File: config.mk
export PLATFORM = sky130hd
export DESIGN_NAME = ivd_decoder
export DESIGN_NICKNAME = d
export VERILOG_FILES = /design/src/rtl/ivd_pkg.sv /design/src/rtl/ivd_field_split.sv /design/src/rtl/ivd_addr_gen.sv /design/src/rtl/ivd_decoder.sv
export SDC_FILE = /design/constraint.sdc
export NUM_CORES = 1
export LEC_CHECK = 0
export ABC_AREA = 1
export BUFFER_PORTS_ARGS = -buffer_cell sky130_fd_sc_hd__buf_2
export CAP_MARGIN = 20
export CELL_PAD_IN_SITES_DETAIL_PLACEMENT = 0
export CELL_PAD_IN_SITES_GLOBAL_PLACEMENT = 1
export CORE_MARGIN = 8
export CORE_UTILIZATION = 25
export DETAILED_ROUTE_END_ITERATION = 8
export PLACE_DENSITY = 0.64
export RECOVER_POWER = 50
export SYNTH_ARGS = -nofsm -noshare
export SYNTH_HDL_FRONTEND = slang
export SYNTH_SLANG_ARGS = --single-unit
File: constraint.sdc
create_clock -name clk -period 3.8 [get_ports clk]
set_input_delay 0.57 -clock clk [delete_from_list [all_inputs] [get_ports clk]]
set_output_delay 0.57 -clock clk [all_outputs]
set_load 0.02 [all_outputs]
File: src/rtl/ivd_pkg.sv
package ivd_pkg;
  localparam int WIN_W   = 48;
  localparam int OPC_W   = 8;
  localparam int REG_W   = 4;
  localparam int DISP_W  = 12;
  localparam int REG_CNT = 1 << REG_W;

  typedef enum logic [2:0] {
    FMT_RR = 3'd0,
    FMT_RX = 3'd1,
    FMT_SI = 3'd2,
    FMT_SS = 3'd3,
    FMT_S  = 3'd4
  } fmt_e;

  typedef struct packed {
    fmt_e              fmt;
    logic [2:0]        len;
    logic [15:0]       opc;
    logic [REG_W-1:0]  r1;
    logic [REG_W-1:0]  r2;
    logic [7:0]        imm;
    logic [7:0]        oplen;
    logic [REG_W-1:0]  base1;
    logic [REG_W-1:0]  index1;
    logic [DISP_W-1:0] disp1;
    logic [REG_W-1:0]  base2;
    logic [DISP_W-1:0] disp2;
    logic              use1;
    logic              use2;
  } fields_t;

  // Class from the first opcode byte.
  function automatic fmt_e fmt_of(input logic [OPC_W-1:0] op);
    case (op[7:6])
      2'b00:   return FMT_RR;
      2'b01:   return FMT_RX;
      2'b10:   return op[5] ? FMT_S : FMT_SI;
      default: return FMT_SS;
    endcase
  endfunction

  // Byte length from the first opcode byte.
  function automatic logic [2:0] len_of(input logic [OPC_W-1:0] op);
    case (op[7:6])
      2'b00:   return 3'd2;
      2'b11:   return 3'd6;
      default: return 3'd4;
    endcase
  endfunction
endpackage

File: src/rtl/ivd_field_split.sv
module ivd_field_split
  import ivd_pkg::*;
(
  input  logic [WIN_W-1:0] window,
  output fields_t          fields
);
  logic [OPC_W-1:0] op;
  logic [7:0]       byte1;
  assign op    = window[47:40];
  assign byte1 = window[39:32];

  always_comb begin
    fields      = '0;
    fields.fmt  = fmt_of(op);
    fields.len  = len_of(op);
    fields.opc  = {8'h00, op};
    case (fields.fmt)
      FMT_RR: begin
        fields.r1 = window[39:36];
        fields.r2 = window[35:32];
      end
      FMT_RX: begin
        fields.r1     = window[39:36];
        fields.r2     = window[35:32];
        fields.index1 = window[35:32];
        fields.base1  = window[31:28];
        fields.disp1  = window[27:16];
        fields.use1   = 1'b1;
      end
      FMT_SI: begin
        fields.imm   = byte1;
        fields.base1 = window[31:28];
        fields.disp1 = window[27:16];
        fields.use1  = 1'b1;
      end
      FMT_S: begin
        fields.opc   = {op, byte1};
        fields.base1 = window[31:28];
        fields.disp1 = window[27:16];
        fields.use1  = 1'b1;
      end
      default: begin
        fields.oplen = byte1;
        fields.base1 = window[31:28];
        fields.disp1 = window[27:16];
        fields.base2 = window[15:12];
        fields.disp2 = window[11:0];
        fields.use1  = 1'b1;
        fields.use2  = 1'b1;
      end
    endcase
  end
endmodule

File: src/rtl/ivd_addr_gen.sv
module ivd_addr_gen
  import ivd_pkg::*;
#(
  parameter int ADDR_W = 24
) (
  input  logic [REG_CNT-1:0][ADDR_W-1:0] regs,
  input  logic [REG_W-1:0]               base,
  input  logic [REG_W-1:0]               index,
  input  logic [DISP_W-1:0]              disp,
  output logic [ADDR_W-1:0]              ea
);
  localparam int PAD_W = ADDR_W - DISP_W;

  logic [ADDR_W-1:0] base_term;
  logic [ADDR_W-1:0] index_term;
  logic [ADDR_W-1:0] disp_term;

  // Field value 0 means "no register".
  function automatic logic [ADDR_W-1:0] reg_term(
    input logic [REG_CNT-1:0][ADDR_W-1:0] r,
    input logic [REG_W-1:0]               sel
  );
    return (sel == '0) ? '0 : r[sel];
  endfunction

  assign base_term  = reg_term(regs, base);
  assign index_term = reg_term(regs, index);
  assign disp_term  = {{PAD_W{1'b0}}, disp};
  assign ea         = base_term + index_term + disp_term;

  always_comb begin
    if (base == '0 && index == '0) begin
      p_zero_terms_r5: assert (ea == {{PAD_W{1'b0}}, disp});
    end
  end
endmodule

File: src/rtl/ivd_decoder.sv
module ivd_decoder
  import ivd_pkg::*;
#(
  parameter int ADDR_W = 24
) (
  input  logic                      clk,
  input  logic                      rst_n,
  input  logic                      in_valid,
  output logic                      in_ready,
  input  logic [WIN_W-1:0]          in_window,
  input  logic [REG_CNT*ADDR_W-1:0] gpr_flat,
  output logic                      out_valid,
  input  logic                      out_ready,
  output logic [2:0]                out_fmt,
  output logic [2:0]                out_len,
  output logic [15:0]               out_opcode,
  output logic [REG_W-1:0]          out_r1,
  output logic [REG_W-1:0]          out_r2,
  output logic [7:0]                out_imm,
  output logic [7:0]                out_oplen,
  output logic [1:0]                out_ea_num,
  output logic [ADDR_W-1:0]         out_ea1,
  output logic [ADDR_W-1:0]         out_ea2
);
  localparam int N_OPER = 2;

  logic [REG_CNT-1:0][ADDR_W-1:0] regs;
  fields_t                        fld;
  logic [N_OPER-1:0][ADDR_W-1:0]  ea_raw;
  logic [N_OPER-1:0]              ea_use;

  // Named events for the assertions.
  logic accept;
  logic drain;
  logic stall;

  assign regs = gpr_flat;

  ivd_field_split u_split (
    .window (in_window),
    .fields (fld)
  );

  assign ea_use = {fld.use2, fld.use1};

  for (genvar g = 0; g < N_OPER; g++) begin : g_oper
    ivd_addr_gen #(.ADDR_W(ADDR_W)) u_agen (
      .regs  (regs),
      .base  ((g == 0) ? fld.base1  : fld.base2),
      .index ((g == 0) ? fld.index1 : '0),
      .disp  ((g == 0) ? fld.disp1  : fld.disp2),
      .ea    (ea_raw[g])
    );
  end

  assign in_ready = !out_valid || out_ready;
  assign accept   = in_valid && in_ready;
  assign drain    = out_valid && out_ready;
  assign stall    = out_valid && !out_ready;

  always_ff @(posedge clk or negedge rst_n) begin
    if (!rst_n) begin
      out_valid  <= 1'b0;
      out_fmt    <= '0;
      out_len    <= '0;
      out_opcode <= '0;
      out_r1     <= '0;
      out_r2     <= '0;
      out_imm    <= '0;
      out_oplen  <= '0;
      out_ea_num <= '0;
      out_ea1    <= '0;
      out_ea2    <= '0;
    end else if (accept) begin
      out_valid  <= 1'b1;
      out_fmt    <= fld.fmt;
      out_len    <= fld.len;
      out_opcode <= fld.opc;
      out_r1     <= fld.r1;
      out_r2     <= fld.r2;
      out_imm    <= fld.imm;
      out_oplen  <= fld.oplen;
      out_ea_num <= 2'($countones(ea_use));
      out_ea1    <= ea_use[0] ? ea_raw[0] : '0;
      out_ea2    <= ea_use[1] ? ea_raw[1] : '0;
    end else if (drain) begin
      out_valid  <= 1'b0;
    end
  end

  p_accept_valid_r9: assert property (@(posedge clk) disable iff (!rst_n)
    accept |=> out_valid);

  p_idle_ready_r9: assert property (@(posedge clk) disable iff (!rst_n)
    !out_valid |-> in_ready);

  p_hold_stable_r10: assert property (@(posedge clk) disable iff (!rst_n)
    stall |=> out_valid && $stable(out_ea1) && $stable(out_ea2)
              && $stable(out_opcode) && $stable(out_len) && $stable(out_fmt));

  p_len_class_r1: assert property (@(posedge clk) disable iff (!rst_n)
    out_valid |-> ((out_fmt == FMT_RR) == (out_len == 3'd2))
                  && ((out_fmt == FMT_SS) == (out_len == 3'd6)));

  p_two_operands_r7: assert property (@(posedge clk) disable iff (!rst_n)
    (out_valid && out_fmt == FMT_SS) |-> out_ea_num == 2'd2);

  p_no_operand_r8: assert property (@(posedge clk) disable iff (!rst_n)
    (out_valid && out_fmt == FMT_RR) |-> out_ea_num == 2'd0
                                        && out_ea1 == '0 && out_ea2 == '0);
endmodule

# --- After elaboration in Yosys (flattened, before gate mapping) ---
# Index checks and enable logic that the tools add are counted.
classes:
  add_sub_neg: 4
  order_cmp: 3
  n_eq_ne: 6
  mux: 26
  n_reduce_logical: 12
ops:
  columns: ["op", "count"]
  rows:
  - ["24-bit binary-select mux with 4-bit select", 3]
  - ["24-bit two-way mux", 8]
  - ["24-bit by 12-bit adder with 24-bit output", 2]
  - ["16-bit two-way mux", 2]
  - ["24-bit adder", 1]
  - ["8-bit two-way mux", 3]
  - ["4-bit by 5-bit < comparator with 1-bit output, second input constant", 3]
  - ["4-bit zero test", 3]
  - ["12-bit two-way mux", 1]
  - ["3-bit case mux with 3 select lines", 1]
  - ["4-bit two-way mux", 2]
  - ["3-bit case mux with 2 select lines", 1]
  - ["2-bit == test, second input constant", 2]
  - ["1-bit two-way mux", 4]
  - ["4-bit OR reduction", 1]
  - ["3-bit by 1-bit == test with 1-bit output, second input constant", 1]
  - ["3-bit by 2-bit == test with 1-bit output, second input constant", 1]
  - ["3-bit == test, second input constant", 1]
  - ["3-bit zero test", 1]
  - ["3-bit two-way mux", 1]
  - ["1-bit by 1-bit adder with 2-bit output", 1]
  - ["2-bit by 1-bit == test with 1-bit output, second input constant", 1]
  - ["1-bit logical AND", 2]
  - ["2-bit zero test", 1]
  - ["other kinds (4)", 4]
word_totals:
  reg_bits: 97
  input_bits: 436
  out_inout_bits: 98
  elab_cells: 62

# --- Depth between registers and ports, before layout ---
# Gate-level depths: netlist of run 1.
logic_depth:
  depth_word: 10
  mapped_depth: 29
  mapped_depth_nobuf: 27

# --- Modules after synthesis ---
# Synthesis of run 1 repeated with hierarchy kept, for this count alone.
unflattened:
  cells_unflattened: 4092
  hier_area_um2: 22648.0
modules_own_cells:
  columns: ["mod", "instances", "cells_per_inst", "area_each_um2", "seq_area_each_um2"]
  rows:
  - ["ivd_addr_gen (g_oper[0].u_agen)", 1, 1703, 8833.5, 0.0]
  - ["ivd_addr_gen (g_oper[1].u_agen)", 1, 1688, 8785.9, 0.0]
  - ["ivd_decoder", 1, 522, 4225.3, 2427.3]
  - ["ivd_field_split", 1, 179, 803.3, 0.0]

# --- Worst setup path after synthesis of run 1 ---
# Ideal clock, no wire load.
synth_timing:
  kind: "input to register"
  from: "input in_window[47]"
  to: "register out_ea1[19]"
  setup_ns: 0.123
  t_arrival_ns: 4.456
  required_ns: 3.677
  path_slack_ns: -0.779
  stages: 26
  n_path_buf: 4
  path_cell_list: "inv_1 -> ha_1 -> nor2_1 -> nand2_1 -> nand2_1 -> buf_2 -> buf_4 -> buf_2 -> clkbuf_1 -> a21oi_1 -> o21ai_0 -> nand3_1 -> fa_1 -> inv_1 -> ha_1 -> fa_1 -> nand2_1 -> o21ai_0 -> nand2_1 -> nand2_1 -> a21oi_1 -> o21bai_1 -> nand2_1 -> nand2_1 -> o21ai_0 -> nand2_1"
synth_via:
  elab_chain_cells: 10
  elab_cells_between_ends: 20
  classes_between: "add/sub (2); eq/ne (3); mux (11); reduce/logical (4)"
synth_rtl:
  columns: ["item", "line", "source"]
  rows:
  - ["from (decl)", "ivd_decoder.sv:10", "input logic [WIN_W-1:0] in_window,"]
  - ["2-bit == test (tied with other cells)", "ivd_pkg.sv:35", "case (op[7:6])"]
  - ["3-bit case mux with 3 select lines *", "ivd_pkg.sv:35", null]
  - ["3-bit by 1-bit == test with 1-bit output or 3-bit zero test (tied branches)", "ivd_field_split.sv:17", "case (fields.fmt)"]
  - ["4-bit two-way mux", "ivd_field_split.sv:17", null]
  - ["24-bit binary-select mux with 4-bit select", "ivd_addr_gen.sv:23", "return (sel == '0) ? '0 : r[sel];"]
  - ["24-bit two-way mux (implied by the code)", "ivd_addr_gen.sv:23", null]
  - ["24-bit two-way mux", "ivd_addr_gen.sv:23", null]
  - ["24-bit adder", "ivd_addr_gen.sv:29", "assign ea = base_term + index_term + disp_term;"]
  - ["24-bit by 12-bit adder with 24-bit output", "ivd_addr_gen.sv:29", null]
  - ["24-bit two-way mux *", "ivd_decoder.sv:84", "out_ea1 <= ea_use[0] ? ea_raw[0] : '0;"]
  - ["to (signal assigned)", "ivd_decoder.sv:84", null]
  - ["to (decl)", "ivd_decoder.sv:22", "output logic [ADDR_W-1:0] out_ea1,"]
# Mark *: on every way between the ends. The rest lies on a longest branch, timed or not. The select of a mux whose other input is x is not followed.
# A chain may end at the register's enable or synchronous reset.

# --- Final worst setup path of run 1 ---
layout_timing:
  from: "input in_window[47]"
  to: "register out_ea1[5]"
# Same word-level chain as after synthesis.

==> flow_summary_export.csv, run 1 <==
group,metric,value,unit
status,status,"complete, but fails checks",
status,violations,"capacitance limit, slew limit, setup timing",
synthesis,yosys.area_share.simple,0.328,
cts,root_buffer,"clkbuf_16",
pwr,p_per_area,268,nW/µm²
placed_design,post-dp-hpwl,88700,µm
global_routing,grt_pass1_wl,158000,µm
detailed_routing,dr_total_vias,25000,
worst_setup_path,end_kind,"flop",
synthesis,synth_top_area_cell,"nand2_1",
pwr,vdd_drop_max,0.232,mV
synthesis,synth_top_family_by_area,"compound AO/OA/AOI/OAI gates",
pwr,leakage,12.7,nW
worst_setup_path,r2r_slack,1.37,ns
synthesis,synthXorXnorAreaFrac,0.00583,
synthesis,synth-seq-cells,96,
pwr,total_power,6.99,mW
detailed_routing,post_drt_wl_per_cell,24.5,µm
synthesis,synth_compound_area_frac,0.337,
detailed_routing,drt_iter0_drc,2490,
worst_setup_path,r2r_cells,8,
min_path,worstHoldPathType,"reg -> reg",
floorplan,die_h,273,µm
detailed_routing,drt_first_pass_iters,8,
final_layout,layout_commonest_cell,"nand2_1",
global_routing,antenna_found_initial,39,
final_layout,fin_cells,4598,
global_routing,grt.total_usage,0.276,
final_layout,nNetsFinal,4204,
sta,clock_skew,0.00721,ns
floorplan,rows,94,
final_layout,final_util,0.398,
global_routing,grt_pass1_vias,23700,
cts,cts_tree,"built",
detailed_routing,ant_nets,0,
floorplan,die_w,273,µm
cts,cts_buffers,9,
sta,min_period_over_period,1.07,
placed_design,io_buffers,509,
floorplan,core-area,65600,µm²
floorplan,start_util,0.252,
placed_design,routabilityCongestion,0.976,
sta,slew_headroom,-0.499,
sta,final-setup-viol-count,24,
cts,cts_max_path_buffers,2,
worst_setup_path,cp-start-kind,"input pin",
placed_design,placed_cells,4486,
detailed_routing,viasPerCell,5.44,
final_layout,drive_above_1_share,0.349,
synthesis,yosys.area_share.adder,0.0548,
synthesis,synth_area_leaders,"nand2_1, dfrtp_1, o21ai_0",
synthesis,synth.avg_cell_area,5.64,µm²
global_routing,grt_start_max_net_pins,57,
synthesis,synth-async-reset-ratio,1.00,
sta,max_freq,0.246,GHz
sta,hold_violations,0,
floorplan,boundaryPins,534,
detailed_routing,drt-total-wl,113000,µm
final_layout,final_area,26100,µm²
final_layout,area_growth,57.9,%
synthesis,syn_area,16500,µm²
synthesis,synth_nets,3429,
worst_setup_path,cp.required,4.04,ns
global_routing,grt_overflow,0,
synthesis,synth-edff-count,0,
placed_design,place_area,22800,µm²
cts,clkTransAtPathRegs,0.07,ns
sta,worst_pin_slew,2.25,ns
synthesis,ys_types,51,
synthesis,post_synth_inst_count,2929,
cts,ctsHoldBuffers,0,
synthesis,synth.top_cell.area_share,0.177,
worst_setup_path,r2r-start,"out_valid",
final_layout,mostFrequentLayoutCells,"nand2_1, buf_2, buf_4",
synthesis,synth-main-ff-cell,"dfrtp_1",
sta,fin_tns_setup,-3.50,ns
detailed_routing,drcViolationCount,0,
sta,grt_setup_unrepaired,"yes",
cts,numClockSinks,96,
floorplan,die_area,74600,µm²
worst_setup_path,arrival,4.30,ns
worst_setup_path,crit_path_end,"out_ea1[5]",
flow_run,max_cap_violations,1,
worst_setup_path,startpoint,"in_window[47]",
cts,htree_levels,3,
worst_setup_path,crit_fanout,7,
sta,finalCriticalPeriod,4.07,ns
cts,clk_latency,0.34,ns
worst_setup_path,rr_endpoint,"out_ea1[11]",
synthesis,synth_mux_area_frac,0,
sta,setup_ws,-0.267,ns
synthesis,synth_warnings,0,
worst_setup_path,crit_type,"in -> reg",
synthesis,ys_seq_area_frac,0.145,
sta,drv_slew,43,
-- stage by stage --
step,hold WS [ns],setup WS [ns]
2_1_floorplan,0.274,-0.0927
3_3_place_gp,0.457,-0.937
3_5_place_dp,0.459,-0.985
4_1_cts,0.213,-0.208
5_1_grt,0.502,-0.372
6_report,0.479,-0.267
-- metal layers --
metal	share of wire	vias up	routed length, µm	GRT usage
li1	-	11600	-	-
met2	0.44	1421	49900	0.440
met1	0.41	11700	46200	0.364
met5	0.0012	-	138	0
met4	0.043	22	4850	0.0937
met3	0.10	267	11600	0.0641
-- how the worst min path moves through the flow --
stage | startpoint | endpoint | slack, ns | cells after the start
detailed placement | out_ea1[23] | out_ea1[23] | 0.46 | 2
floorplan | rst_n | out_ea1[0] | 0.27 | 0
CTS | rst_n | out_opcode[6] | 0.21 | 1
finish | out_ea2[6] | out_ea2[6] | 0.48 | 2
global route | in_window[38] | out_opcode[6] | 0.50 | 3
global placement | out_ea1[23] | out_ea1[23] | 0.46 | 2
-- cells in the mapped netlist (12+ instances only) --
master	number
nand2_1	778
o21ai_0	399
a21oi_1	286
nand3_1	284
inv_1	256
nor2_1	131
clkbuf_1	116
dfrtp_1	96
buf_2	77
o211ai_1	61
a31oi_1	56
ha_1	50
nor3_1	36
o21a_1	23
a211oi_1	22
o31ai_1	22
buf_4	16
nand4_1	15
fa_1	14
a32o_1	13
or2_2	13
a311oi_1	12
buf_6	12
-- report_power, final --
group	internal (mW)	switching, mW
clock	0.531	0.412
combinational	1.97	2.80
sequential	1.18	0.0981
total	3.68	3.31
-- critical path, stage by stage --
cell       delay, ns
buf_12          0.12
ha_4            0.17
inv_6           0.08
nand3_4         0.18
nor2_4          0.22
buf_12          0.16
buf_6           0.12
clkbuf_16       0.14
nor2_1          0.04
o211ai_1        0.21
buf_4           0.17
a22o_1          0.19
inv_2           0.05
fa_1            0.49
inv_2           0.05
ha_4            0.29
nand2_4         0.06
o21ai_4         0.18
nand2_2         0.09
buf_4           0.13
buf_4           0.12
buf_4           0.12
buf_4           0.12
a32o_1          0.23
-- logic make-up (layout without fill, tap and decap cells) --
logic type	Yosys count	count (layout)
flip-flops	96	96
buffers and inverters	499	1279
XOR/XNOR	11	11
AND/OR/NAND/NOR	1291	1291
adder cells (fa/ha/maj)	64	64
AO/OA/AOI/OAI	967	967
other	1	26
-- state kept, by name, summed over array words and instances, names as in the netlist --
name and flops:
out_ea1 24, out_ea2 24, out_opcode 16, out_imm 8
out_oplen 8, out_r1 4, out_r2 4, out_fmt 3
out_ea_num 2, out_len 2, out_valid 1
-- layout make-up --
type                            instances  area, µm²
Timing Repair Buffer                  995       7350
Antenna cell                           25       62.6
Tap cell                              864       1080
Multi-Input combinational cell       2334      13800
Fill cell                            7223      39500
Inverter                              268       1070
Clock inverter                          6       68.8
Clock buffer                           10        239
Sequential cell                        96       2400
-- repair_timing --
| item | 4_1_cts | 5_1_grt |
|---|---|---|
| setup endpoints to repair | 40 | 37 |
| buffers inserted | 23 | 40 |
| pin swaps | 73 | 133 |
| gates cloned | 5 | 12 |
| resized for setup | 209 | 265 |
Note: power is estimated with default switching activity, not from simulation.
==> inputs of run 2 (changes only) <==
==> constraint.sdc (replaced) <==
create_clock -name clk -period 4.75 [get_ports clk]
set_input_delay 0.475 -clock clk [delete_from_list [all_inputs] [get_ports clk]]
set_output_delay 0.475 -clock clk [all_outputs]
set_load 0.02 [all_outputs]
==> run 2 against run 1 <==
Net effect:
- the run ends with capacitance limit, slew limit left
- sequential cell count did not move
- sequential power fell by 20%
- design area fell by 16%
==> flow_summary_export.csv, run 2 (same netlist as run 1, synthesis figures left out) <==
group,metric,value,unit
cts,cts_tree,"built",
sta,slew_headroom,-1.24,
status,status,"complete, but fails checks",
floorplan,rows,94,
worst_setup_path,crit_top_cell,"nand2_1",
min_path,hold_path_depth,3,
min_path,min_from,"in_window[38]",
detailed_routing,viasPerCell,5.33,
floorplan,core-area,65600,µm²
worst_setup_path,cp_top_family,"buffers and inverters",
global_routing,grt_pass1_vias,21900,
sta,finalCriticalPeriod,4.51,ns
min_path,worstHoldPathType,"in -> reg",
placed_design,io_buffers,509,
worst_setup_path,r2r-start,"out_valid",
cts,numClockSinks,96,
worst_setup_path,crit_type,"in -> reg",
sta,clock_skew,0.00681,ns
detailed_routing,dr_total_vias,23500,
worst_setup_path,cp.buffers_inverters,8,
worst_setup_path,cp.required,4.97,ns
sta,hold_violations,0,
global_routing,grt_overflow,0,
placed_design,routabilityCongestion,0.983,
detailed_routing,drt-total-wl,104000,µm
status,violations,"capacitance limit, slew limit",
final_layout,final_util,0.336,
floorplan,die_w,273,µm
detailed_routing,drt_first_pass_iters,6,
placed_design,post-dp-hpwl,83400,µm
final_layout,area_growth,33.3,%
worst_setup_path,crit_fanout,20,
worst_setup_path,r2r_cells,7,
global_routing,grt.total_usage,0.263,
pwr,seqPwrFrac,0.214,
pwr,p_switching,2.24,mW
global_routing,antenna_found_initial,35,
floorplan,die_area,74600,µm²
worst_setup_path,arrival,4.73,ns
final_layout,mostFrequentLayoutCells,"nand2_1, buf_2, o21ai_0",
sta,hold_ws,0.396,ns
cts,root_buffer,"clkbuf_16",
cts,cts_setup_buffers,0,
detailed_routing,drcViolationCount,0,
detailed_routing,post_drt_wl_per_cell,23.6,µm
sta,min_period_over_period,0.950,
final_layout,nNetsFinal,4027,
floorplan,boundaryPins,534,
cts,cts_max_path_buffers,2,
floorplan,start_util,0.252,
cts,htree_levels,3,
placed_design,place_area,21700,µm²
pwr,clkPwrFrac,0.169,
pwr,p_comb_frac,0.617,
pwr,vdd_drop_max,0.158,mV
floorplan,die_h,273,µm
sta,final-setup-viol-count,0,
sta,max_freq,0.222,GHz
worst_setup_path,cp.depth,25,
worst_setup_path,crit_slowest_cell,"ha_1",
worst_setup_path,rr_endpoint,"out_ea1[11]",
final_layout,final_area,22000,µm²
worst_setup_path,worst_path_largest_cell_delay,0.36,ns
pwr,p_int,2.53,mW
worst_setup_path,cp-start-kind,"input pin",
worst_setup_path,end_kind,"flop",
cts,post_cts_resized,0,
sta,worst_pin_slew,3.37,ns
sta,grt_setup_unrepaired,"no",
global_routing,grt_pass1_wl,149000,µm
cts,clkTransAtPathRegs,0.07,ns
cts,cts_buffers,9,
pwr,switching_share,0.470,
cts,ctsHoldBuffers,0,
final_layout,drive_above_1_share,0.230,
pwr,p_per_area,216,nW/µm²
detailed_routing,ant_nets,0,
pwr,total_power,4.77,mW
min_path,holdPathEnd,"out_opcode[6]",
sta,drv_slew,63,
pwr,leakage,11.1,nW
global_routing,grt_start_max_net_pins,96,
final_layout,reg_top3,"out_ea1 x24, out_ea2 x24, out_opcode x16",
worst_setup_path,r2r_slack,2.19,ns
flow_run,max_cap_violations,1,
detailed_routing,drt_iter0_drc,2561,
cts,clk_latency,0.35,ns
final_layout,layout_commonest_cell,"nand2_1",
-- run 2: cell count changes in the layout (fill, tap and decap cells not counted), sizes merged --
cell	previous run	this run
buf	948	734
bufbuf	2	0
inv	260	261
clkbuf	55	95
diode	25	21
clkinvlp	1	0
bufinv	1	2
clkinv	12	10
-- run 2: cell type report --
cell class	instances	area [µm²]
clock inverter	5	78.8
tap	864	1080
antenna	21	52.6
clock buffer	11	253
timing repair buffer	818	5040
multi-input combinational	2334	12100
fill	7550	43600
inverter	268	1010
sequential	96	2400
-- run 2: power by group through the flow --
stage | registers (mW) | logic, mW | clock network, mW
2_1_floorplan | 1.19 | 1.32 | 0
3_3_place_gp | 1.03 | 2.93 | 0
3_5_place_dp | 1.03 | 2.92 | 0
4_1_cts | 1.02 | 2.93 | 0.826
5_1_grt | 1.04 | 3.20 | 0.856
6_report | 1.02 | 2.94 | 0.804
-- run 2: routing by layer --
layer	up-vias	track usage	part of all wire
met5	-	0	0.0011
met4	20	0.0894	0.036
met3	196	0.0557	0.092
met2	1198	0.408	0.44
met1	10900	0.357	0.43
li1	11300	-	-
-- run 2: per-stage QoR --
stage | setup TNS (ns) | cells | setup slack (ns)
after global placement | -0.934 | 4381 | -0.147
after detailed placement | -1.25 | 4381 | -0.173
after global routing | 0 | 4408 | 0.00679
after CTS | 0 | 4397 | 0.182
after floorplan | 0 | 2929 | 0.266
final | 0 | 4417 | 0.239
-- run 2: worst max path at each step --
| stage | startpoint | to |
|---|---|---|
| floorplan | in_window[47] | out_ea1[19] |
| global placement | in_window[47] | out_ea1[23] |
| detailed placement | in_window[47] | out_ea1[23] |
| CTS | in_window[47] | out_ea1[23] |
| global route | in_window[47] | out_ea1[23] |
| finish | in_window[47] | out_ea1[21] |
-- run 2: tightest hold or removal path: stages --
cell	delay (ns)
buf_2	0.10
o21ai_0	0.08
nand2_1	0.05
